$ cat src/rtl/wdog_pkg.sv
package wdog_pkg;
  localparam logic [7:0] OFF_ID   = 8'h00;
  localparam logic [7:0] OFF_CTRL = 8'h10;
  localparam logic [7:0] OFF_KICK = 8'h14;
  localparam logic [7:0] OFF_KEY  = 8'h18;
  localparam logic [7:0] OFF_STAT = 8'h1C;

  localparam logic [31:0] KEY_VALUE  = 32'h0000_5AA5;
  localparam logic [31:0] KICK_VALUE = 32'h0000_CAFE;

  localparam int CTRL_W = 11;

  typedef enum logic {STG_WARN = 1'b0, STG_BITE = 1'b1} stage_e;

  // strobes from register control to the counting datapath
  typedef struct packed {
    logic       run;
    logic       busClk;
    logic       biteEn;
    logic [3:0] warnCode;
    logic [2:0] biteCode;
    logic       kick;
  } wdog_strobe_t;

  // warning-stage exponent: non-uniform power-of-two spacing
  function automatic logic [4:0] warnExp(input logic [3:0] code);
    if (code == 4'd0)      return 5'd6;
    else if (code == 4'd1) return 5'd8;
    else if (code == 4'd2) return 5'd10;
    else if (code < 4'd8)  return 5'(code) + 5'd8;
    else                   return 5'd17 + 5'({code[2:0], 1'b0});
  endfunction
endpackage

$ cat src/rtl/wdog_regs.sv
module wdog_regs
  import wdog_pkg::*;
#(
  parameter int ADDR_W = 8,
  parameter int DATA_W = 32,
  parameter logic [DATA_W-1:0] ID_VALUE = 32'h5744_0200
)(
  input  logic              clk,
  input  logic              rstN,
  input  logic              psel,
  input  logic              penable,
  input  logic              pwrite,
  input  logic [ADDR_W-1:0] paddr,
  input  logic [DATA_W-1:0] pwdata,
  output logic [DATA_W-1:0] prdata,
  input  logic              expireHit,
  output wdog_strobe_t      strobe,
  output logic              irq
);
  logic busWr, hitId, hitCtrl, hitKick, hitKey, hitStat, protWr, clrStat;
  logic [CTRL_W-1:0] ctrlQ;
  logic keyQ, statQ;

  assign busWr   = psel & penable & pwrite;
  assign hitId   = (paddr == ADDR_W'(OFF_ID));
  assign hitCtrl = (paddr == ADDR_W'(OFF_CTRL));
  assign hitKick = (paddr == ADDR_W'(OFF_KICK));
  assign hitKey  = (paddr == ADDR_W'(OFF_KEY));
  assign hitStat = (paddr == ADDR_W'(OFF_STAT));
  assign protWr  = busWr & (hitCtrl | hitKick);
  assign clrStat = busWr & hitStat & pwdata[0];

  always_ff @(posedge clk or negedge rstN) begin
    if (!rstN) begin
      ctrlQ <= '0;
      keyQ  <= 1'b0;
      statQ <= 1'b0;
    end else begin
      if (busWr & hitKey)  keyQ <= (pwdata == DATA_W'(KEY_VALUE));
      else if (protWr)     keyQ <= 1'b0;
      if (busWr & hitCtrl & keyQ) ctrlQ <= pwdata[CTRL_W-1:0];
      if (expireHit)       statQ <= 1'b1;
      else if (clrStat)    statQ <= 1'b0;
    end
  end

  always_comb begin
    strobe.run      = ctrlQ[0];
    strobe.busClk   = ctrlQ[1];
    strobe.biteEn   = ctrlQ[3];
    strobe.warnCode = ctrlQ[7:4];
    strobe.biteCode = ctrlQ[10:8];
    strobe.kick     = busWr & hitKick & keyQ & (pwdata == DATA_W'(KICK_VALUE));
  end

  assign irq = statQ & ctrlQ[2];

  always_comb begin
    prdata = '0;
    if (psel & ~pwrite) begin
      if (hitId)        prdata = ID_VALUE;
      else if (hitCtrl) prdata = DATA_W'(ctrlQ);
      else if (hitKey)  prdata = DATA_W'(keyQ);
      else if (hitStat) prdata = DATA_W'(statQ);
    end
  end

  assert_keyConsumed_R4: assert property (@(posedge clk) disable iff (!rstN)
    protWr |=> !keyQ);
  assert_lockedCtrl_R4: assert property (@(posedge clk) disable iff (!rstN)
    (busWr & hitCtrl & !keyQ) |=> $stable(ctrlQ));
  assert_statusSticky_R7: assert property (@(posedge clk) disable iff (!rstN)
    (statQ & !clrStat) |=> statQ);
endmodule

$ cat src/rtl/wdog_count.sv
module wdog_count
  import wdog_pkg::*;
#(
  parameter int CNT_W       = 32,
  parameter int BITE_W      = 15,
  parameter int SYNC_STAGES = 2
)(
  input  logic         clk,
  input  logic         rstN,
  input  wdog_strobe_t strobe,
  input  logic         extClk,
  output logic         expireHit,
  output logic         biteOut
);
  localparam int SYNC_MSB = SYNC_STAGES - 1;

  logic [SYNC_STAGES-1:0] syncQ;
  logic extPrev, tick;
  stage_e stage;
  logic [CNT_W-1:0]  warnCnt, warnLimit;
  logic [BITE_W-1:0] biteCnt, biteLimit;
  logic biteQ, warnDone, biteDone;

  always_ff @(posedge clk or negedge rstN) begin
    if (!rstN) begin
      syncQ   <= '0;
      extPrev <= 1'b0;
    end else begin
      syncQ   <= {syncQ[SYNC_MSB-1:0], extClk};
      extPrev <= syncQ[SYNC_MSB];
    end
  end

  assign tick      = strobe.busClk | (syncQ[SYNC_MSB] & ~extPrev);
  assign warnLimit = (CNT_W'(1) << warnExp(strobe.warnCode)) - CNT_W'(1);
  assign biteLimit = (BITE_W'(1) << (5'd7 + 5'(strobe.biteCode))) - BITE_W'(1);
  assign warnDone  = (stage == STG_WARN) && (warnCnt == warnLimit);
  assign biteDone  = (stage == STG_BITE) && (biteCnt == biteLimit);

  always_ff @(posedge clk or negedge rstN) begin
    if (!rstN) begin
      stage   <= STG_WARN;
      warnCnt <= '0;
      biteCnt <= '0;
      biteQ   <= 1'b0;
    end else if (!strobe.run) begin
      stage   <= STG_WARN;
      warnCnt <= '0;
      biteCnt <= '0;
      biteQ   <= 1'b0;
    end else begin
      biteQ <= 1'b0;
      if (strobe.kick) begin
        stage   <= STG_WARN;
        warnCnt <= '0;
        biteCnt <= '0;
      end else if (tick) begin
        if (stage == STG_WARN) begin
          if (warnDone) begin
            warnCnt <= '0;
            biteCnt <= '0;
            stage   <= STG_BITE;
          end else begin
            warnCnt <= warnCnt + CNT_W'(1);
          end
        end else begin
          if (biteDone) begin
            biteCnt <= '0;
            stage   <= STG_WARN;
            biteQ   <= strobe.biteEn;
          end else begin
            biteCnt <= biteCnt + BITE_W'(1);
          end
        end
      end
    end
  end

  assign expireHit = strobe.run & ~strobe.kick & tick & warnDone;
  assign biteOut   = biteQ;

  assert_biteOneCycle_R8: assert property (@(posedge clk) disable iff (!rstN)
    biteQ |=> !biteQ);
  assert_biteNeedsEnable_R8: assert property (@(posedge clk) disable iff (!rstN)
    $rose(biteQ) |-> $past(strobe.biteEn));
  assert_haltClears_R10: assert property (@(posedge clk) disable iff (!rstN)
    !strobe.run |=> (warnCnt == '0 && biteCnt == '0 && stage == STG_WARN));
  assert_kickRestarts_R9: assert property (@(posedge clk) disable iff (!rstN)
    (strobe.run & strobe.kick) |=> (warnCnt == '0 && stage == STG_WARN));
endmodule

$ cat src/rtl/staged_watchdog.sv
module staged_watchdog
  import wdog_pkg::*;
#(
  parameter int ADDR_W = 8,
  parameter int DATA_W = 32,
  parameter logic [DATA_W-1:0] ID_VALUE = 32'h5744_0200,
  parameter int CNT_W  = 32,
  parameter int BITE_W = 15
)(
  input  logic              clk,
  input  logic              rstN,
  input  logic              psel,
  input  logic              penable,
  input  logic              pwrite,
  input  logic [ADDR_W-1:0] paddr,
  input  logic [DATA_W-1:0] pwdata,
  output logic [DATA_W-1:0] prdata,
  input  logic              extClk,
  output logic              irq,
  output logic              sysRstPulse
);
  wdog_strobe_t strobe;
  logic expireHit;

  wdog_regs #(.ADDR_W(ADDR_W), .DATA_W(DATA_W), .ID_VALUE(ID_VALUE)) i_regs (
    .clk(clk), .rstN(rstN), .psel(psel), .penable(penable), .pwrite(pwrite),
    .paddr(paddr), .pwdata(pwdata), .prdata(prdata), .expireHit(expireHit),
    .strobe(strobe), .irq(irq)
  );

  wdog_count #(.CNT_W(CNT_W), .BITE_W(BITE_W), .SYNC_STAGES(2)) i_count (
    .clk(clk), .rstN(rstN), .strobe(strobe), .extClk(extClk),
    .expireHit(expireHit), .biteOut(sysRstPulse)
  );
endmodule

$ cat config.mk
export PLATFORM = sky130hd
export DESIGN_NAME = staged_watchdog
export DESIGN_NICKNAME = d
export VERILOG_FILES = /design/src/rtl/wdog_pkg.sv /design/src/rtl/wdog_regs.sv /design/src/rtl/wdog_count.sv /design/src/rtl/staged_watchdog.sv
export SDC_FILE = /design/constraint.sdc
export NUM_CORES = 1
export LEC_CHECK = 0
export ABC_AREA = 1
export BUFFER_PORTS_ARGS = -buffer_cell sky130_fd_sc_hd__buf_2
export CAP_MARGIN = 0
export CORE_ASPECT_RATIO = 2
export CORE_UTILIZATION = 53
export CTS_CLUSTER_DIAMETER = 30
export DETAILED_ROUTE_END_ITERATION = 10
export GPL_ROUTABILITY_DRIVEN = 0
export MAX_ROUTING_LAYER = met4
export PLACE_DENSITY = 0.87
export REMOVE_ABC_BUFFERS = 1
export SETUP_SLACK_MARGIN = 0.3
export SLEW_MARGIN = 20
export SYNTH_ARGS = -nofsm -noshare
export SYNTH_HDL_FRONTEND = slang
export SYNTH_SLANG_ARGS = --single-unit
$ cat constraint.sdc
create_clock -name clk -period 2 [get_ports clk]
set_input_delay 0.1 -clock clk [delete_from_list [all_inputs] [get_ports clk]]
set_output_delay 0.1 -clock clk [all_outputs]
set_load 0.005 [all_outputs]
==> results.txt, run 1 <==
----------------------------------------------------
[Synth]
  Seq/Total Area, Yosys ... 30.6%
  Yosys warning total ... 0
  Combined area of all synthesized cells ... 0.00531 mm^2
  Post-synthesis cell type with the largest combined area ... sky130_fd_sc_hd__dfrtp_1
  Mux share of post-synthesis cell area ... 0.212%
  Mean post-synth cell area ... 6.42 um^2
  Post-synthesis compound-gate area fraction ... 8.60%
  Proportion of netlist area held by the largest area contributor ... 30.6%
  Post-synthesis instance total ... 827
  Flop and latch count out of synthesis ... 65
  Distinct cell type count after synthesis ... 47
  Synthesized-area fraction occupied by and/or/nand/nor cells ... 41.6%
  Share of synthesized flip-flops with an asynchronous set or reset ... 100%
  Xor/xnor cell area share of the yosys netlist ... 4.62%
  Share of synthesized cell area in full adder, half adder and majority cells ... 0.942%
  Main combinational cell family by area after synthesis ... simple AND/OR/NAND/NOR gates
  Commonest register cell after synthesis ... sky130_fd_sc_hd__dfrtp_1
  Number of enable flip-flop cells after synthesis ... 0
  Main area contributors after synthesis ... sky130_fd_sc_hd__dfrtp_1, sky130_fd_sc_hd__nand2_1, sky130_fd_sc_hd__nand3_1

[Floorplan]
  Cell Rows ... 51
  Effective utilization at floorplan ... 54.4%
  Vert. Die Dim ... 144 um
  Horizontal extent of the die ... 72.8 um
  Count of pins on the block boundary ... 80

[Clocking]
  Cts bufs inserted ... 9
  Root Buffer ... sky130_fd_sc_hd__clkbuf_16
  Max Buffers Root-to-Sink ... 2
  H-Tree Depth ... 3
  Number of sinks driven by the clock tree ... 65

[GRT]
  First-pass GRT wire length ... 46700 um
  Number of global-route vias before repair ... 8462
  Largest net degree at the start of global routing ... 24
  GRT overflow ... 70
  Gr usage total ... 61.6%

[Place]
  # port buffers ... 65
  Post-detail-place hpwl ... 14600 um
  Cell area after placement ... 0.00655 mm^2

[Status]
  Run status ... aborted with a tool error
  Last stage reached ... 5_1_grt
  First error ... [ERROR GRT-0116] Global routing finished with congestion. Check the congestion regions in the DRC Viewer.

----------------------------------------------------
-- through the flow --
| stage | instances | setup WS (ns) |
|---|---|---|
| detailed placement | 1120 | -0.389 |
| global placement | 1120 | -0.340 |
| CTS | 1169 | -0.207 |
| floorplan | 795 | -0.572 |
-- Yosys cell counts, types with 2 or more instances --
cell                         n
sky130_fd_sc_hd__o21bai_1    2
sky130_fd_sc_hd__o21ai_1    14
sky130_fd_sc_hd__or2_2       3
sky130_fd_sc_hd__ha_1        4
sky130_fd_sc_hd__a21oi_1    18
sky130_fd_sc_hd__xor2_1     22
sky130_fd_sc_hd__buf_2       5
sky130_fd_sc_hd__a31oi_1     3
sky130_fd_sc_hd__conb_1      2
sky130_fd_sc_hd__buf_4      22
sky130_fd_sc_hd__xnor2_1     6
sky130_fd_sc_hd__nand3b_1   16
sky130_fd_sc_hd__dfrtp_1    65
sky130_fd_sc_hd__o21ai_2     5
sky130_fd_sc_hd__nand2_2     4
sky130_fd_sc_hd__o21ai_0    21
sky130_fd_sc_hd__nand4_1    34
sky130_fd_sc_hd__nand2_1   217
sky130_fd_sc_hd__and3_1      2
sky130_fd_sc_hd__nand3_1    81
sky130_fd_sc_hd__nor4_1      3
sky130_fd_sc_hd__o22ai_1    10
sky130_fd_sc_hd__nor2_1    100
sky130_fd_sc_hd__inv_2       5
sky130_fd_sc_hd__clkbuf_1   13
sky130_fd_sc_hd__nor3_1     21
sky130_fd_sc_hd__inv_1     102
sky130_fd_sc_hd__nor2_2      5
sky130_fd_sc_hd__buf_6       4
-- what timing repair did --
action                                  4_1_cts
gates resized for setup                     156
hold buffers                                  2
hold endpoints to repair                     21
cloned                                        1
setup buffers                                30
pin swaps                                    29
endpoints found under the setup margin       63
-- cell families after synthesis --
logic type / after synthesis
simple gates: 493
buf+inv: 155
compound gates: 79
flops: 65
xor+xnor: 28
fa+ha+maj: 4
other cells: 2
mux: 1
-- layer usage --
layer / GRT overflow / global-route usage, %
met4: 16 / 62.4
met5: - / -
met1: 0 / 55.0
met2: 54 / 85.6
met3: 0 / 37.2
==> inputs of run 2 (changes only) <==
- CORE_ASPECT_RATIO: 2 -> not set
- CORE_UTILIZATION: 53 -> 40
- CTS_CLUSTER_DIAMETER: 30 -> not set
- MAX_ROUTING_LAYER: met4 -> not set
- PLACE_DENSITY: 0.87 -> not set
- PLACE_DENSITY_LB_ADDON: not set -> 0.15
- SETUP_SLACK_MARGIN: 0.3 -> not set
- clock period: 2 -> 2.6 ns (I/O delays scaled with it)
==> run 2 against run 1 <==
Compared with the run above: the run now ends clean; synthesized cell count unchanged; synthesized area unchanged.
==> results.txt, run 2 <==
----------------------------------------------------
[Status]
  Run status ... complete, no violations

[Cells and area]
  Multi-input logic area ... 0.00306 mm^2
  Area taken by flip-flops and latches ... 0.00163 mm^2
  Area growth syn-to-layout ... 14.9%
  Most used cells in the layout excluding fill and tap cells ... sky130_fd_sc_hd__nand2_1, sky130_fd_sc_hd__inv_1, sky130_fd_sc_hd__nor2_1
  Largest register by flop count ... i_count.warnCnt
  Largest registers in the final layout ... i_count.warnCnt x32, i_count.biteCnt x15, i_regs.ctrlQ x11
  Ant. Diodes ... 0
  Flip-flop count of the largest register, all copies and words added ... 32
  Leading cell type in the layout, fill and taps excluded ... sky130_fd_sc_hd__nand2_1
  Final Net Count ... 945
  Fraction of final layout cells sized beyond drive strength 1 ... 15.0%
  Layout fillers ... 1336

[Worst setup path]
  Data arrival time at the worst-slack endpoint ... 2.62 ns
  Worst-case reg-to-reg path depth ... 16
  Largest fanout on the critical path ... 29
  Classification of the worst setup path ... reg -> reg
  Crit path to ... i_count.biteCnt[14]
  Data required time at the worst endpoint ... 2.82 ns
  Kind of capture point of the worst setup path ... flop
  Worst setup startpoint ... i_regs.ctrlQ[7]
  Type of origin of the critical path ... flop
  Capture instance of the worst register-to-register path ... i_count.biteCnt[14]
  Origin of the critical flop-to-flop path ... i_regs.ctrlQ[7]
  Setup slack of the worst register-to-register path ... 0.20 ns

[STA]
  Setup repair after global routing missed its margin ... false
  Hold_ws ... 0.0629 ns
  Endpoints failing setup ... 0
  Count of final max-slew check failures ... 0
  Number of hold violations in the final report ... 0
  Transition at the pin with the smallest max-transition slack ... 0.795 ns
  Total negative slack for setup checks ... 0 ns
  Clock Skew ... 0.00991 ns
  Final worst path period share ... 92.2%
  Final Critical Period ... 2.40 ns
  Tightest slew margin relative to the limit ... 47.0%
  Upper clock frequency limit ... 417 MHz

[Drt]
  Residual DRC ... 0
  Via-to-Cell Ratio ... 5.03
  Overall via count from detail_route ... 5383
  Detailed router's first-iteration violation count ... 360
  Number of iterations in the first detailed-routing pass ... 6
  Routed wire length per instance ... 14.3 um
  Routed wire length ... 15300 um
  Detail Route Antenna Nets ... 0

[Floorplan]
  Core footprint ... 0.0128 mm^2
  Count of pins on the block boundary ... 80 (unchanged)
  Effective utilization at floorplan ... 41.6% (-13 points)
  Overall die area ... 0.0137 mm^2
  Horizontal extent of the die ... 117 um (+61%)
  Cell Rows ... 41 (-20%)
  Vert. Die Dim ... 117 um (-18%)

[GRT]
  Number of global-route vias before repair ... 5064
  Number of antenna violations at the first check in global routing ... 0
  First-pass GRT wire length ... 25400 um
  Gr usage total ... 24.5%
  GRT overflow ... 0
  Largest net degree at the start of global routing ... 34

[Clocking]
  Clock transition at path regs ... 0.05 ns
  Root Buffer ... sky130_fd_sc_hd__clkbuf_16
  H-Tree Depth ... 3 (unchanged)
  Cts bufs inserted ... 9 (unchanged)
  Clock tree from TritonCTS ... yes
  Max Buffers Root-to-Sink ... 2 (unchanged)
  Number of sinks driven by the clock tree ... 65 (unchanged)
  Clock latency on the worst-skew pair ... 0.35 ns

[Pwr]
  P_leak ... 2.92 nW
  Pwr dens ... 375 mW/mm^2
  Maximum vdd ir drop ... 0.000523 V

[Synth]
  Main area contributors after synthesis ... sky130_fd_sc_hd__dfrtp_1, sky130_fd_sc_hd__nand2_1, sky130_fd_sc_hd__nand3_1
  Commonest register cell after synthesis ... sky130_fd_sc_hd__dfrtp_1
  Distinct cell type count after synthesis ... 47 (unchanged)
  Seq/Total Area, Yosys ... 30.6% (unchanged)
  Flop and latch count out of synthesis ... 65 (unchanged)
  Post-synthesis instance total ... 827 (unchanged)
  Share of synthesized flip-flops with an asynchronous set or reset ... 100% (unchanged)
  Most common cell in the netlist ... sky130_fd_sc_hd__nand2_1
  Post-synthesis cell type with the largest combined area ... sky130_fd_sc_hd__dfrtp_1
  Proportion of netlist area held by the largest area contributor ... 30.6% (unchanged)
  Yosys warning total ... 0 (unchanged)
  Synth top cells by count ... sky130_fd_sc_hd__nand2_1, sky130_fd_sc_hd__inv_1, sky130_fd_sc_hd__nor2_1, sky130_fd_sc_hd__nand3_1, sky130_fd_sc_hd__dfrtp_1
  Mean post-synth cell area ... 6.42 um^2 (unchanged)
  Combined area of all synthesized cells ... 0.00531 mm^2 (unchanged)
  Number of enable flip-flop cells after synthesis ... 0 (unchanged)

[Place]
  Post-detail-place hpwl ... 12100 um (-17%)
  # port buffers ... 65 (unchanged)

[Min path]
  Hold crit path type ... in -> reg
  Hold path start ... pwdata[9]

[Flow run]
  Reported max-cap violation count ... 0

----------------------------------------------------
-- run 2: cell counts after synthesis --
Identical to the previous run, type by type.
-- run 2: area by class of cell --
class / count / area share (%)
Multi-Input combinational cell: 621 / 50.2
Clock buffer: 11 / 3.98
Sequential cell: 65 / 26.7
Timing Repair Buffer: 89 / 8.57
Inverter: 109 / 6.74
Tap cell: 172 / 3.53
Clock inverter: 4 / 0.328
-- run 2: where the power goes --
group / switching, mW / internal, mW
clock network: 0.437 / 0.658
registers: 0.00684 / 1.02
logic: 0.107 / 0.0606
-- run 2: cells by family after synthesis --
logic type      after synthesis  synth area share, %
fa+ha+maj                     4                0.942
xor+xnor                     28                 4.62
mux                           1                0.212
flops                        65                 30.6
buf+inv                     155                 13.3
compound gates               79                 8.60
other cells                   2                0.141
simple gates                493                 41.6
-- run 2: worst min path at each step --
| stage | end | cells past startpoint | slack (ns) |
|---|---|---|---|
| floorplan | i_count.biteCnt[0] | 0 | -0.17 |
| global placement | i_count.syncQ[0] | 1 | 0.24 |
| detailed placement | i_count.syncQ[0] | 1 | 0.24 |
| CTS | i_regs.ctrlQ[10] | 3 | 0.05 |
| global route | i_regs.ctrlQ[2] | 2 | 0.06 |
| finish | i_regs.ctrlQ[9] | 3 | 0.06 |
-- run 2: timing repair --
| item | in CTS | in global routing |
|---|---|---|
| hold endpoints to repair | 33 | 0 |
| hold buffers | 2 | 0 |
| buffers inserted | 0 | 0 |
| gates resized for setup | 0 | 8 |
| endpoints found under the setup margin | 0 | 37 |
-- run 2: worst max-delay path: stages, from the launching register on --
cell and delay, ns:
sky130_fd_sc_hd__dfrtp_2 0.47, sky130_fd_sc_hd__buf_4 0.22, sky130_fd_sc_hd__nor2_8 0.15, sky130_fd_sc_hd__nand2_2 0.08, sky130_fd_sc_hd__nand2_1 0.08, sky130_fd_sc_hd__nand2_1 0.05
sky130_fd_sc_hd__nor2_1 0.12, sky130_fd_sc_hd__nand2_1 0.07, sky130_fd_sc_hd__nor2_1 0.13, sky130_fd_sc_hd__nand3b_1 0.12, sky130_fd_sc_hd__nor2_2 0.18, sky130_fd_sc_hd__nor2_4 0.08
sky130_fd_sc_hd__nand2_2 0.07, sky130_fd_sc_hd__nand2_1 0.05, sky130_fd_sc_hd__buf_4 0.22, sky130_fd_sc_hd__nand2_1 0.10, sky130_fd_sc_hd__o21ai_2 0.06
-- run 2: metal layers --
layer | part of all wire [%] | track usage (%)
met2 | 47 | 40.9
met4 | 2.0 | 8.02
met1 | 47 | 31.6
met5 | 0 | 0
met3 | 4.3 | 5.15
-- run 2: stage by stage --
step	cell area, um^2	util, %	setup slack, ns	power [mW]	std cells
floorplan	5070	-	0.0280	1.12	795
global placement	5790	45.4	0.0888	1.21	1054
detailed placement	5790	45.4	0.0984	1.21	1054
CTS	6080	47.6	0.0860	2.32	1071
global route	6100	47.8	0.00600	2.38	1071
finish	6100	47.8	0.203	2.29	1071
(Power assumes the default switching activity.)
